**config.mk**
```make
export PLATFORM = sky130hd
export DESIGN_NAME = mac_sat48_unit
export DESIGN_NICKNAME = d
export VERILOG_FILES = /design/src/rtl/mac_sat48_unit.sv
export SDC_FILE = /design/constraint.sdc
export NUM_CORES = 1
export LEC_CHECK = 0
export ABC_AREA = 0
export BUFFER_PORTS_ARGS = -buffer_cell sky130_fd_sc_hd__buf_2
export CAP_MARGIN = 20
export CORE_MARGIN = 4
export CORE_UTILIZATION = 38
export CTS_BUF_LIST = sky130_fd_sc_hd__clkbuf_2
export DETAILED_ROUTE_END_ITERATION = 7
export GPL_TIMING_DRIVEN = 1
export PLACE_DENSITY = 0.67
export SLEW_MARGIN = 0
export SYNTH_ARGS = -nofsm -noshare
export SYNTH_HDL_FRONTEND = slang
export SYNTH_SLANG_ARGS = --single-unit
```
**constraint.sdc**
```tcl
create_clock -name clk -period 4.8 [get_ports clk]
set_input_delay 1.2 -clock clk [delete_from_list [all_inputs] [get_ports clk]]
set_output_delay 1.2 -clock clk [all_outputs]
set_load 0.01 [all_outputs]
```
**src/rtl/mac_sat48_unit.sv**
```systemverilog
module mac_sat48_unit #(
  parameter int WORD_W  = 32,
  parameter int SAT_W   = 48,
  parameter int OUT_LSB = 16
) (
  input  logic              clk,
  input  logic              rst_n,
  input  logic              start_i,
  input  logic [WORD_W-1:0] acc_hi_i,
  input  logic [WORD_W-1:0] acc_lo_i,
  input  logic              ovf_bit_i,
  input  logic              retire_i,
  output logic [WORD_W-1:0] res_o,
  output logic              res_vld_o,
  output logic              byp_v_o,
  output logic              byp_c_o,
  output logic              sw_v_o,
  output logic              sw_c_o
);

  localparam int ACC_W = 2 * WORD_W;
  localparam logic signed [ACC_W-1:0] SAT_MAX = (ACC_W'(1) <<< (SAT_W - 1)) - ACC_W'(1);
  localparam logic signed [ACC_W-1:0] SAT_MIN = -(ACC_W'(1) <<< (SAT_W - 1));
  localparam logic [WORD_W-1:0] FIELD_MAX = SAT_MAX[OUT_LSB +: WORD_W];
  localparam logic [WORD_W-1:0] FIELD_MIN = SAT_MIN[OUT_LSB +: WORD_W];

  logic [WORD_W-1:0] hi_q, lo_q;
  logic              ovf_q, vld_q;
  logic              pend_q, pend_v_q, sw_v_q;

  always_ff @(posedge clk) begin
    if (!rst_n) begin
      hi_q  <= '0;
      lo_q  <= '0;
      ovf_q <= 1'b0;
      vld_q <= 1'b0;
    end else begin
      vld_q <= start_i;
      if (start_i) begin
        hi_q  <= acc_hi_i;
        lo_q  <= acc_lo_i;
        ovf_q <= ovf_bit_i;
      end
    end
  end

  logic signed [ACC_W-1:0] acc_s, sat_s;
  assign acc_s = $signed({hi_q, lo_q});

  always_comb begin
    if (acc_s >= SAT_MAX)      sat_s = SAT_MAX;
    else if (acc_s <= SAT_MIN) sat_s = SAT_MIN;
    else                       sat_s = acc_s;
  end

  assign res_o     = sat_s[OUT_LSB +: WORD_W];
  assign res_vld_o = vld_q;

  always_ff @(posedge clk) begin
    if (!rst_n) begin
      pend_q   <= 1'b0;
      pend_v_q <= 1'b0;
      sw_v_q   <= 1'b0;
    end else begin
      if (retire_i && pend_q) sw_v_q <= pend_v_q;
      if (vld_q) begin
        pend_q   <= 1'b1;
        pend_v_q <= ovf_q;
      end else if (retire_i) begin
        pend_q <= 1'b0;
      end
    end
  end

  assign byp_v_o = vld_q ? ovf_q : (pend_q ? pend_v_q : sw_v_q);
  assign byp_c_o = 1'b0;
  assign sw_v_o  = sw_v_q;
  assign sw_c_o  = 1'b0;

  logic signed [ACC_W-1:0] in_s;
  assign in_s = $signed({acc_hi_i, acc_lo_i});

  p_vld_pulse_r1: assert property (@(posedge clk) disable iff (!rst_n)
    res_vld_o |=> !res_vld_o || $past(start_i));
  p_vld_follow_r1: assert property (@(posedge clk) disable iff (!rst_n)
    start_i |=> res_vld_o);
  p_no_vld_r1: assert property (@(posedge clk) disable iff (!rst_n)
    !start_i |=> !res_vld_o);
  p_clamp_hi_r2: assert property (@(posedge clk) disable iff (!rst_n)
    (start_i && in_s >= SAT_MAX) |=> res_o == FIELD_MAX);
  p_clamp_lo_r3: assert property (@(posedge clk) disable iff (!rst_n)
    (start_i && in_s <= SAT_MIN) |=> res_o == FIELD_MIN);
  p_pass_r4: assert property (@(posedge clk) disable iff (!rst_n)
    (start_i && in_s > SAT_MIN && in_s < SAT_MAX) |=> res_o == $past(in_s[OUT_LSB +: WORD_W]));
  p_byp_v_r5: assert property (@(posedge clk) disable iff (!rst_n)
    start_i |=> byp_v_o == $past(ovf_bit_i));
  p_byp_hold_r5: assert property (@(posedge clk) disable iff (!rst_n)
    (!start_i && !res_vld_o) |=> $stable(byp_v_o));
  p_sw_lag_r7: assert property (@(posedge clk) disable iff (!rst_n)
    (res_vld_o && !pend_q) |=> $stable(sw_v_o));
  p_sw_hold_r8: assert property (@(posedge clk) disable iff (!rst_n)
    !retire_i |=> $stable(sw_v_o));
  p_idle_hold_r9: assert property (@(posedge clk) disable iff (!rst_n)
    !start_i |=> $stable(res_o));

endmodule

```
# Word level (Yosys, flattened, before mapping)
# Index checks and enable logic that the tools add are counted.
[totals]
inputBits = 69
register_bits = 69
wordCells = 17
output_inout_bits = 37
[op_classes]
n_mux = 6
magnitude_cmp = 2
n_reduce_logical = 2
[ops]
columns = ["op", "count"]
rows = [
  ["$mux 48", 2],
  ["$ge 64x48->1 const B", 1],
  ["$le 64x48->1 const B", 1],
  ["$mux 1", 4],
  ["$reduce_bool 2->1", 1],
  ["$logic_and 1x1->1", 1],
]

# Longest topological paths before layout
# Gate-level depths: netlist of run 1.
[depth]
depth_word = 3
depth_mapped = 5
ltp_nobuf = 4

# Worst setup path after synthesis of run 1
# Ideal clock, no wire load.
[synth_path]
kind = "flip-flop to output port"
start = "register hi_q[15]"
end = "output port res_o[10]"
path_stages_with_launch = 6
setup_slack_ns = 2.337
arrival_ns = 1.263
n_path_buf = 1
required_ns = 3.600
cell_sequence = "dfxtp_1 nand4_2 o41ai_4 buf_6 nand2_1 nand2_1"
[synth_via]
elab_chain_cells = 3
[synth_lines]
columns = ["item", "line", "source"]
rows = [
  ["start, declared", "27", "logic [WORD_W-1:0] hi_q, lo_q;"],
  ["start signal, assigned", "40", "hi_q <= acc_hi_i;"],
  ["$le 64x48->1", "52", "else if (acc_s <= SAT_MIN) sat_s = SAT_MIN;"],
  ["$mux 48", "52", ""],
  ["$mux 48 *", "51", "if (acc_s >= SAT_MAX) sat_s = SAT_MAX;"],
  ["end, declared", "13", "output logic [WORD_W-1:0] res_o,"],
]
# Every way passes the cells marked *; elsewhere a longest branch is shown, timed or not.

# Worst setup path after layout of run 1
[layout_path]
start = "register hi_q[30]"
end = "output port res_o[24]"
# Same word-level chain as after synthesis.

==> impl_metrics.py, run 1 <==
metrics = {
    "critical_path": {
        "cp-start-kind": "flop",
        "cpPeakStageDelay_ns": 0.80,
        "crit_family": "compound AO/OA/AOI/OAI gates",
        "critPathBufInv": 2,
        "cp-end-kind": "output pin",
        "cp_max_fo": 17,
        "crit_arrival_ns": 2.46,
        "critPathMostFrequentCell": "nand2_1",
        "path_class": "reg -> out",
        "cp_data_required_time_ns": 3.60,
        "worstPathCellList": "nand4_1, o41ai_4, buf_4, nand2_1, nand2_1, buf_2",
        "cp_slowest_cell": "o41ai_4",
    },
    "timing": {
        "max_slew_margin_pct": 26.03,
        "setup_ws_ns": 1.137,
        "skew_ns": 0.0001313,
        "tightest_slew_ns": 1.110,
        "setup_viol": 0,
        "slew_viol_final": 0,
        "min_period_over_period_pct": 76.32,
        "rsz0062_at_grt": "false",
        "finalSetupTns_ns": 0,
        "period_needed_ns": 3.663,
        "finalHoldViolCount": 0,
        "max_freq_ghz": 0.2730,
    },
    "cts": {
        "numClockSinks": 69,
        "ctsHtreeMaxLevel": 3,
        "clock_path_buffers": 2,
        "cts_resized": 0,
        "clock-root-buffer": "clkbuf_2",
        "numCtsBuffers": 9,
        "post_cts_buffers": 0,
        "insertion_delay_ns": 0.47,
        "cts_hold_buf": 0,
        "clk_pin_slew_ns": 0.18,
        "cts_tree": "yes",
    },
    "synth": {
        "seq_area_frac_synth_pct": 44.43,
        "synth_warnings": 0,
        "synth.largest_area_cell": "dfxtp_1",
        "synth_edf_count": 0,
        "syn_area_per_cell_um2": 9.596,
        "yosys_register_bits": 69,
        "synthTopCellsByArea": "dfxtp_1 44%, mux2i_1 21%, nor2b_1 13%",
        "synthArstFlopShare_pct": 0,
        "syn_area_um2": 3109,
        "syn_inst": 324,
        "synth.distinct_cells": 23,
        "yosys.area.top_type_share_pct": 44.43,
        "synth_ff_type": "dfxtp_1",
    },
    "layout": {
        "design_area_um2": 3691,
        "layout_commonest_cell": "buf_2",
        "area_delta_synth_final_pct": 18.71,
        "antenna_cells": 0,
        "final_cell_mix": "102 x buf_2, 69 x dfxtp_1, 66 x mux2i_1, 66 x nor2b_1, 65 x nand2_1",
        "utilization_pct": 47.03,
        "layout-drive-gt1-share_pct": 28.74,
        "fillers": 783,
        "nNetsFinal": 486,
    },
    "pwr": {
        "p_per_area_nw_per_um2": 290.3,
        "p_switching_uw": 308.1,
        "power_frac_comb_pct": 17.5,
        "pwr-share-clk_pct": 23.5,
        "ir_worst_vdd_uv": 133.2,
        "leakage_uw": 0.001650,
        "seqPwrFrac_pct": 59.0,
        "swShare_pct": 28.75,
        "internal-power_uw": 763.6,
    },
    "placement": {
        "place_worst_setup_slack_ns": 1.625,
        "dpl_cell_area_um2": 3620,
        "hpwl_um": 5062,
        "io_buffers": 103,
        "gp_congestion": 0.7658,
    },
    "floorplan": {
        "io_pins": 106,
        "die_area_um2": 9693,
        "rows": 32,
        "fp.dieW_um": 98.46,
        "initial_core_util_pct": 39.62,
        "die_h_um": 98.46,
        "core_area_um2": 7848,
    },
    "drt": {
        "vias": 2473,
        "drtIter0Drc": 70,
        "drc": 0,
        "dr.pass1.iters": 4,
        "postRouteWirelength_um": 7105,
        "wl_per_cell_um": 13.59,
        "vias_per_cell": 4.728,
        "antenna_left": 0,
    },
    "global_route": {
        "grt_first_pass_wirelength_um": 11400,
        "grt_max_degree": 70,
        "antenna_found_initial": 0,
        "grtUsageTotal_pct": 14.60,
        "overflow": 0,
        "grt_pass1_vias": 2349,
    },
    "hold_path": {
        "hp-class": "reg -> reg",
    },
    "run": {
        "cap_violations": 0,
    },
    "outcome": {
        "outcome": "completed",
    },
}
## power by group through the flow
stage	clock network [µW]	registers, µW	logic (µW)
after global placement	0	643	187
after floorplan	0	637	127
after CTS	263	632	191
after global routing	287	637	210
after detailed placement	0	644	191
final	252	632	188
## layer usage
layer / vias to the layer above / share of wire [%] / track usage, %
li1: 1267 / - / -
met1: 1120 / 48 / 19.82
met2: 74 / 44 / 21.48
met3: 12 / 7.0 / 5.449
met4: 0 / 1.4 / 4.832
met5: - / 0 / 0
## sequential cells by signal, indices dropped and copies added, names as in the netlist
signal     cells
hi_q          32
lo_q          32
ovf_q          1
pend_q         1
pend_v_q       1
res_vld_o      1
sw_v_o         1
## per-stage QoR
step                      cells  power [µW]  hold slack (ns)
after floorplan             325       764.1           0.4559
after global placement      508       830.9           0.4701
after detailed placement    508       834.9           0.4810
after CTS                   523        1086           0.5032
after global routing        523        1134           0.5244
final                       523        1072           0.4991
## cells in the mapped netlist (all sizes together), types with 2 or more instances
library cell	n
dfxtp	69
a21boi	2
clkbuf	9
nand2	65
nor4	7
mux2i	66
nand4	15
buf	15
nor2b	66
## cells by family (layout without fill, tap and decap cells)
kind of cell / Yosys count / count (layout) / share of synthesized area, %
AND/OR/NAND/NOR: 157 / 157 / 26.80
other: 1 / 2 / 0.1206
flip-flops: 69 / 69 / 44.43
multiplexers: 66 / 66 / 21.25
buffers and inverters: 24 / 120 / 4.949
AO/OA/AOI/OAI: 7 / 7 / 2.455
## worst paths after layout
| path | from | endpoint | slack (ns) | depth (start not counted) |
|---|---|---|---|---|
| setup / recovery | hi_q[30]$_SDFFE_PN0P_ | res_o[24] | 1.14 | 6 |
| hold / removal | sw_v_o$_SDFFE_PN0P_ | sw_v_o$_SDFFE_PN0P_ | 0.50 | 2 |
| setup reg to reg | pend_q$_SDFFE_PN0P_ | pend_q$_SDFFE_PN0P_ | 4.05 | 2 |
| hold reg to reg | sw_v_o$_SDFFE_PN0P_ | sw_v_o$_SDFFE_PN0P_ | 0.50 | 2 |
## cell type report
class	count	area, µm²	share of cell area [%]
well taps	102	127.6	3.458
flip-flops and latches	69	1381	37.42
multi-input cells	232	1578	42.75
clock buffers	11	55.05	1.492
repair buffers	105	533.0	14.44
clock inverters	4	16.27	0.4407
## tightest hold or removal path, stage by stage, from the launching register on
cell and delay, ns:
dfxtp_1 0.36, nand2_1 0.05, a21boi_0 0.06
Power figures use the tool's default switching activity.
==> inputs of run 2 (changes only) <==
==> constraint.sdc (replaced) <==
create_clock -name clk -period 3.46 [get_ports clk]
set_input_delay 0.865 -clock clk [delete_from_list [all_inputs] [get_ports clk]]
set_output_delay 0.865 -clock clk [all_outputs]
set_load 0.01 [all_outputs]
==> run 2 against run 1 <==
  * Sequential cell count stayed put
  * Critical path type unchanged
  * Core utilization increased by 1.1 points
  * First-iteration DRC count decreased by 1.4%
  * Via count shrank 0.44%
  * Critical endpoint is now res_o[17]
  * Largest cell class unchanged
  * Worst setup slack got worse by 0.80 ns
  * Worst hold slack lost 0.0023 ns
  * Sequential power increased by 39%
  * Count of clock-buffer cells in the layout fell by 1
==> impl_metrics.py, run 2 (synthesized netlist as in run 1, its figures left out) <==
metrics = {
    "hold_path": {
        "hp-start": "sw_v_o$_SDFFE_PN0P_",
        "hp-class": "reg -> reg",
        "holdPathStages": 2,
    },
    "critical_path": {
        "cp-end-kind": "output pin",
        "critPathLaunch": "hi_q[24]$_SDFFE_PN0P_",
        "cp_max_fo": 15,
        "cp_data_required_time_ns": 2.59,
        "rr_startpoint": "res_vld_o$_SDFF_PN0_",
        "cp-start-kind": "flop",
        "path_class": "reg -> out",
        "crit_arrival_ns": 2.26,
        "reg2regPathDepth": 2,
    },
    "timing": {
        "slew_viol_final": 0,
        "rsz0062_at_grt": "false",
        "max_slew_margin_pct": 37.22,
        "min_period_over_period_pct": 90.19,
        "skew_ns": 0.0005217,
        "tightest_slew_ns": 0.9417,
        "period_needed_ns": 3.120,
        "hold_ws_ns": 0.4968,
        "finalHoldViolCount": 0,
        "finalSetupTns_ns": 0,
        "setup_viol": 0,
        "max_freq_ghz": 0.3205,
    },
    "placement": {
        "dpl_cell_area_um2": 3647,
        "hpwl_um": 5248,
        "gp_congestion": 0.7426,
        "io_buffers": 103,
    },
    "pwr": {
        "p_per_area_nw_per_um2": 435.5,
        "ir_worst_vdd_uv": 160.4,
        "p_switching_uw": 435.9,
        "pwr-share-clk_pct": 30.7,
        "power_frac_comb_pct": 16.0,
        "seqPwrFrac_pct": 53.3,
        "power.total_uw": 1644,
        "leakage_uw": 0.001691,
        "swShare_pct": 26.51,
        "internal-power_uw": 1208,
    },
    "layout": {
        "layout_commonest_cell": "buf_2",
        "antenna_cells": 0,
        "fillers": 783,
        "design_area_um2": 3775,
        "reg_top3": "hi_q: 32 flops, lo_q: 32 flops",
        "layout-drive-gt1-share_pct": 29.48,
        "nNetsFinal": 488,
        "final_cell_mix": "102 x buf_2, 69 x dfxtp_1, 66 x mux2i_1, 66 x nor2b_1, 65 x nand2_1",
        "area_delta_synth_final_pct": 21.41,
    },
    "drt": {
        "postRouteWirelength_um": 7117,
        "drtIter0Drc": 69,
        "drc": 0,
        "wl_per_cell_um": 13.53,
        "antenna_left": 0,
        "vias_per_cell": 4.681,
        "dr.pass1.iters": 4,
        "vias": 2462,
    },
    "cts": {
        "clock-root-buffer": "clkbuf_2",
        "numClockSinks": 69,
        "cts_resized": 0,
        "ctsHtreeMaxLevel": 3,
        "clk_pin_slew_ns": 0.18,
        "cts_tree": "yes",
        "clock_path_buffers": 2,
        "numCtsBuffers": 9,
        "insertion_delay_ns": 0.46,
        "post_cts_buffers": 0,
        "cts_hold_buf": 0,
    },
    "floorplan": {
        "die_h_um": 98.46,
        "core_area_um2": 7848,
        "die_area_um2": 9693,
        "fp.dieW_um": 98.46,
        "rows": 32,
        "initial_core_util_pct": 39.62,
        "io_pins": 106,
    },
    "global_route": {
        "grt_first_pass_wirelength_um": 11560,
        "grt_pass1_vias": 2422,
        "grtUsageTotal_pct": 14.76,
        "antenna_found_initial": 0,
        "grt_max_degree": 70,
        "overflow": 0,
    },
    "run": {
        "cap_violations": 0,
    },
    "outcome": {
        "outcome": "completed",
    },
}
run 2: path summary, 6_finish.rpt:
kind / to / slack [ns]
worst min register to register: sw_v_o$_SDFFE_PN0P_ / 0.50
worst max register to register: pend_v_q$_SDFFE_PN0P_ / 2.72
worst min-delay path: sw_v_o$_SDFFE_PN0P_ / 0.50
worst max-delay path: res_o[17] / 0.34
run 2: power by group through the flow:
stage	Clock (µW)	Combinational, µW	Sequential [µW]
2_1_floorplan	0	176	884
3_3_place_gp	0	262	892
3_5_place_dp	0	267	893
4_1_cts	526	268	877
5_1_grt	564	294	883
6_report	505	263	876
run 2: critical path, stage by stage, from the launching register on:
cell and delay [ns]:
dfxtp_1 0.37, nor4_1 0.37, a41oi_1 0.21, a31oi_2 0.36, buf_4 0.26, nand2_1 0.07, buf_2 0.14
run 2: per-stage QoR:
| step | utilization, % | instances | setup slack [ns] |
|---|---|---|---|
| 3_3_place_gp | 46.48 | 510 | 0.8726 |
| 3_5_place_dp | 46.48 | 510 | 0.8435 |
| 6_report | 48.10 | 526 | 0.3395 |
| 4_1_cts | 48.10 | 526 | 0.2460 |
| 5_1_grt | 48.10 | 526 | 0.08226 |
| 2_1_floorplan | - | 325 | 1.332 |
run 2: area by class of cell:
cell class	count	area (µm²)	area share, %
Multi-Input combinational cell	232	1578	41.80
Clock buffer	10	50.05	1.326
Clock inverter	6	77.57	2.055
Tap cell	102	127.6	3.381
Sequential cell	69	1381	36.59
Timing Repair Buffer	107	560.5	14.85
run 2: layer usage:
layer,GRT usage (%),share of wire [%],vias up
li1,-,-,1275
met1,19.21,47,1112
met2,23.19,46,70
met3,5.308,6.0,5
met4,4.097,0.84,0
met5,0,0,-
==> inputs of run 3 (changes only) <==
--- a/config.mk
+++ b/config.mk
@@ -8,9 +8,9 @@
 export ABC_AREA = 0
 export BUFFER_PORTS_ARGS = -buffer_cell sky130_fd_sc_hd__buf_2
 export CAP_MARGIN = 20
+export CORE_ASPECT_RATIO = 1.4
 export CORE_MARGIN = 4
 export CORE_UTILIZATION = 38
-export CTS_BUF_LIST = sky130_fd_sc_hd__clkbuf_2
 export DETAILED_ROUTE_END_ITERATION = 7
 export GPL_TIMING_DRIVEN = 1
 export PLACE_DENSITY = 0.67
==> run 3 against run 2 <==
  * Global-route usage grew 0.28 points
  * Sequential cell count is the same
  * First-iteration DRC count decreased by 22%
  * Clock power rose by 11%
  * Total power up 3.3%
  * Cell count fell by 0.95%
  * Worst setup slack improved by 0.29 ns
  * Sequential power barely moved
  * Largest cell class unchanged
==> impl_metrics.py, run 3 (synthesized netlist as in run 1, its figures left out) <==
metrics = {
    "drt": {
        "wl_met1_um": 3088,
        "route.met3.wl_um": 449,
        "dr.pass1.iters": 4,
        "top_layer_used": "met4",
        "postRouteWirelength_um": 7139,
        "vias": 2464,
        "drc": 0,
        "wl_met2_um": 3405,
        "drtIter0Drc": 54,
        "antenna_left": 0,
        "vias_per_cell": 4.729,
        "wl_per_cell_um": 13.70,
    },
    "global_route": {
        "overflow": 0,
        "grt_first_pass_wirelength_um": 11420,
        "antenna_found_initial": 0,
        "grt_pass1_vias": 2406,
        "grt_max_degree": 70,
        "grtUsageTotal_pct": 15.03,
    },
    "run": {
        "cap_violations": 0,
    },
    "critical_path": {
        "cpPeakStageDelay_ns": 0.52,
        "cp-end-kind": "output pin",
        "cp_data_required_time_ns": 2.59,
        "path_class": "reg -> out",
        "cp_max_fo": 18,
        "cp-start-kind": "flop",
        "cp_slowest_cell": "nor4_1",
        "crit_arrival_ns": 1.96,
        "worstPathCellList": "nand4_1, nor4_1, a31oi_2, buf_4, nand2_1, buf_2",
    },
    "layout": {
        "reg_top3": "hi_q: 32 flops, lo_q: 32 flops",
        "fillers": 783,
        "multi_input_area_um2": 1578,
        "design_area_um2": 3790,
        "seq_area_um2": 1381,
        "final_cell_mix": "102 x buf_2, 69 x dfxtp_1, 66 x mux2i_1, 66 x nor2b_1, 65 x nand2_1",
        "stdcell_count": 521,
        "antenna_cells": 0,
        "layout_commonest_cell": "buf_2",
        "layout-drive-gt1-share_pct": 29.22,
        "nNetsFinal": 487,
        "area_delta_synth_final_pct": 21.89,
    },
    "timing": {
        "skew_ns": 0.006029,
        "rsz0062_at_grt": "false",
        "slew_viol_final": 0,
        "period_needed_ns": 2.827,
        "min_period_over_period_pct": 81.71,
        "finalHoldViolCount": 0,
        "max_freq_ghz": 0.3537,
        "max_slew_margin_pct": 26.62,
        "tightest_slew_ns": 1.101,
        "finalSetupTns_ns": 0,
        "setup_viol": 0,
    },
    "floorplan": {
        "fp.dieW_um": 84.45,
        "initial_core_util_pct": 39.63,
        "core_area_um2": 7845,
        "io_pins": 106,
        "die_h_um": 115.0,
        "rows": 38,
        "die_area_um2": 9714,
    },
    "cts": {
        "clock_path_buffers": 2,
        "clk_pin_slew_ns": 0.07,
        "cts_tree": "yes",
        "clock-root-buffer": "clkbuf_8",
        "post_cts_buffers": 0,
        "numCtsBuffers": 9,
        "numClockSinks": 69,
        "cts_resized": 0,
        "cts_hold_buf": 0,
        "insertion_delay_ns": 0.34,
        "ctsHtreeMaxLevel": 3,
    },
    "pwr": {
        "p_switching_uw": 438.0,
        "seqPwrFrac_pct": 51.5,
        "power_frac_comb_pct": 15.4,
        "p_per_area_nw_per_um2": 448.1,
        "leakage_uw": 0.001689,
        "power.total_uw": 1698,
        "swShare_pct": 25.79,
        "ir_worst_vdd_uv": 292.7,
        "pwr-share-clk_pct": 33.1,
        "internal-power_uw": 1260,
    },
    "placement": {
        "dpl_cell_area_um2": 3625,
        "hpwl_um": 5090,
        "io_buffers": 103,
        "gp_congestion": 0.7826,
        "placed_cells_incl_taps": 507,
    },
    "outcome": {
        "outcome": "completed",
    },
    "hold_path": {
        "hp-class": "reg -> reg",
    },
}
run 3: cell count changes in the layout (fill, tap and decap cells not counted), sizes merged:
| cell | before | now |
|---|---|---|
| bufinv | 2 | 0 |
| clkbuf | 10 | 12 |
| clkinv | 4 | 2 |
| buf | 107 | 106 |
run 3: through the flow:
stage	setup WS [ns]	hold slack (ns)	util [%]
finish	0.6328	0.4899	48.31
global route	0.4176	0.5038	48.31
CTS	0.5193	0.4923	48.31
detailed placement	0.9155	0.4878	46.20
global placement	0.8780	0.4718	46.20
floorplan	1.332	0.4559	-
run 3: area by class of cell:
type / count / share of cell area [%]
Sequential cell: 69 / 36.45
Clock buffer: 12 / 4.094
Timing Repair Buffer: 106 / 14.26
Clock inverter: 2 / 0.2641
Tap cell: 100 / 3.301
Multi-Input combinational cell: 232 / 41.63
run 3: path summary, 6_finish.rpt:
path,from,end,slack [ns],depth (start not counted)
max reg2reg,hi_q[31]$_SDFFE_PN0P_,hi_q[31]$_SDFFE_PN0P_,2.70,2
min,ovf_q$_SDFFE_PN0P_,pend_v_q$_SDFFE_PN0P_,0.49,2
max,lo_q[26]$_SDFFE_PN0P_,res_o[17],0.63,6
min reg2reg,ovf_q$_SDFFE_PN0P_,pend_v_q$_SDFFE_PN0P_,0.49,2
run 3: power by group through the flow:
stage               clock network [µW]  registers (µW)  logic [µW]
floorplan                            0             884         176
global placement                     0             892         261
detailed placement                   0             893         266
CTS                                591             876         267
global route                       623             882         293
finish                             561             875         262
run 3: routing by layer:
| metal | global-route usage (%) | up-vias |
|---|---|---|
| li1 | - | 1266 |
| met1 | 17.52 | 1115 |
| met2 | 24.66 | 69 |
| met3 | 4.803 | 14 |
| met4 | 8.025 | 0 |
| met5 | 0 | - |
run 3: critical path: cells and delay by family, from the launching register on:
| kind | cells | cell delay, ns |
|---|---|---|
| AO/OA/AOI/OAI | 1 | 0.17 |
| flip-flops | 1 | 0.38 |
| buffers and inverters | 2 | 0.36 |
| AND/OR/NAND/NOR | 3 | 0.70 |
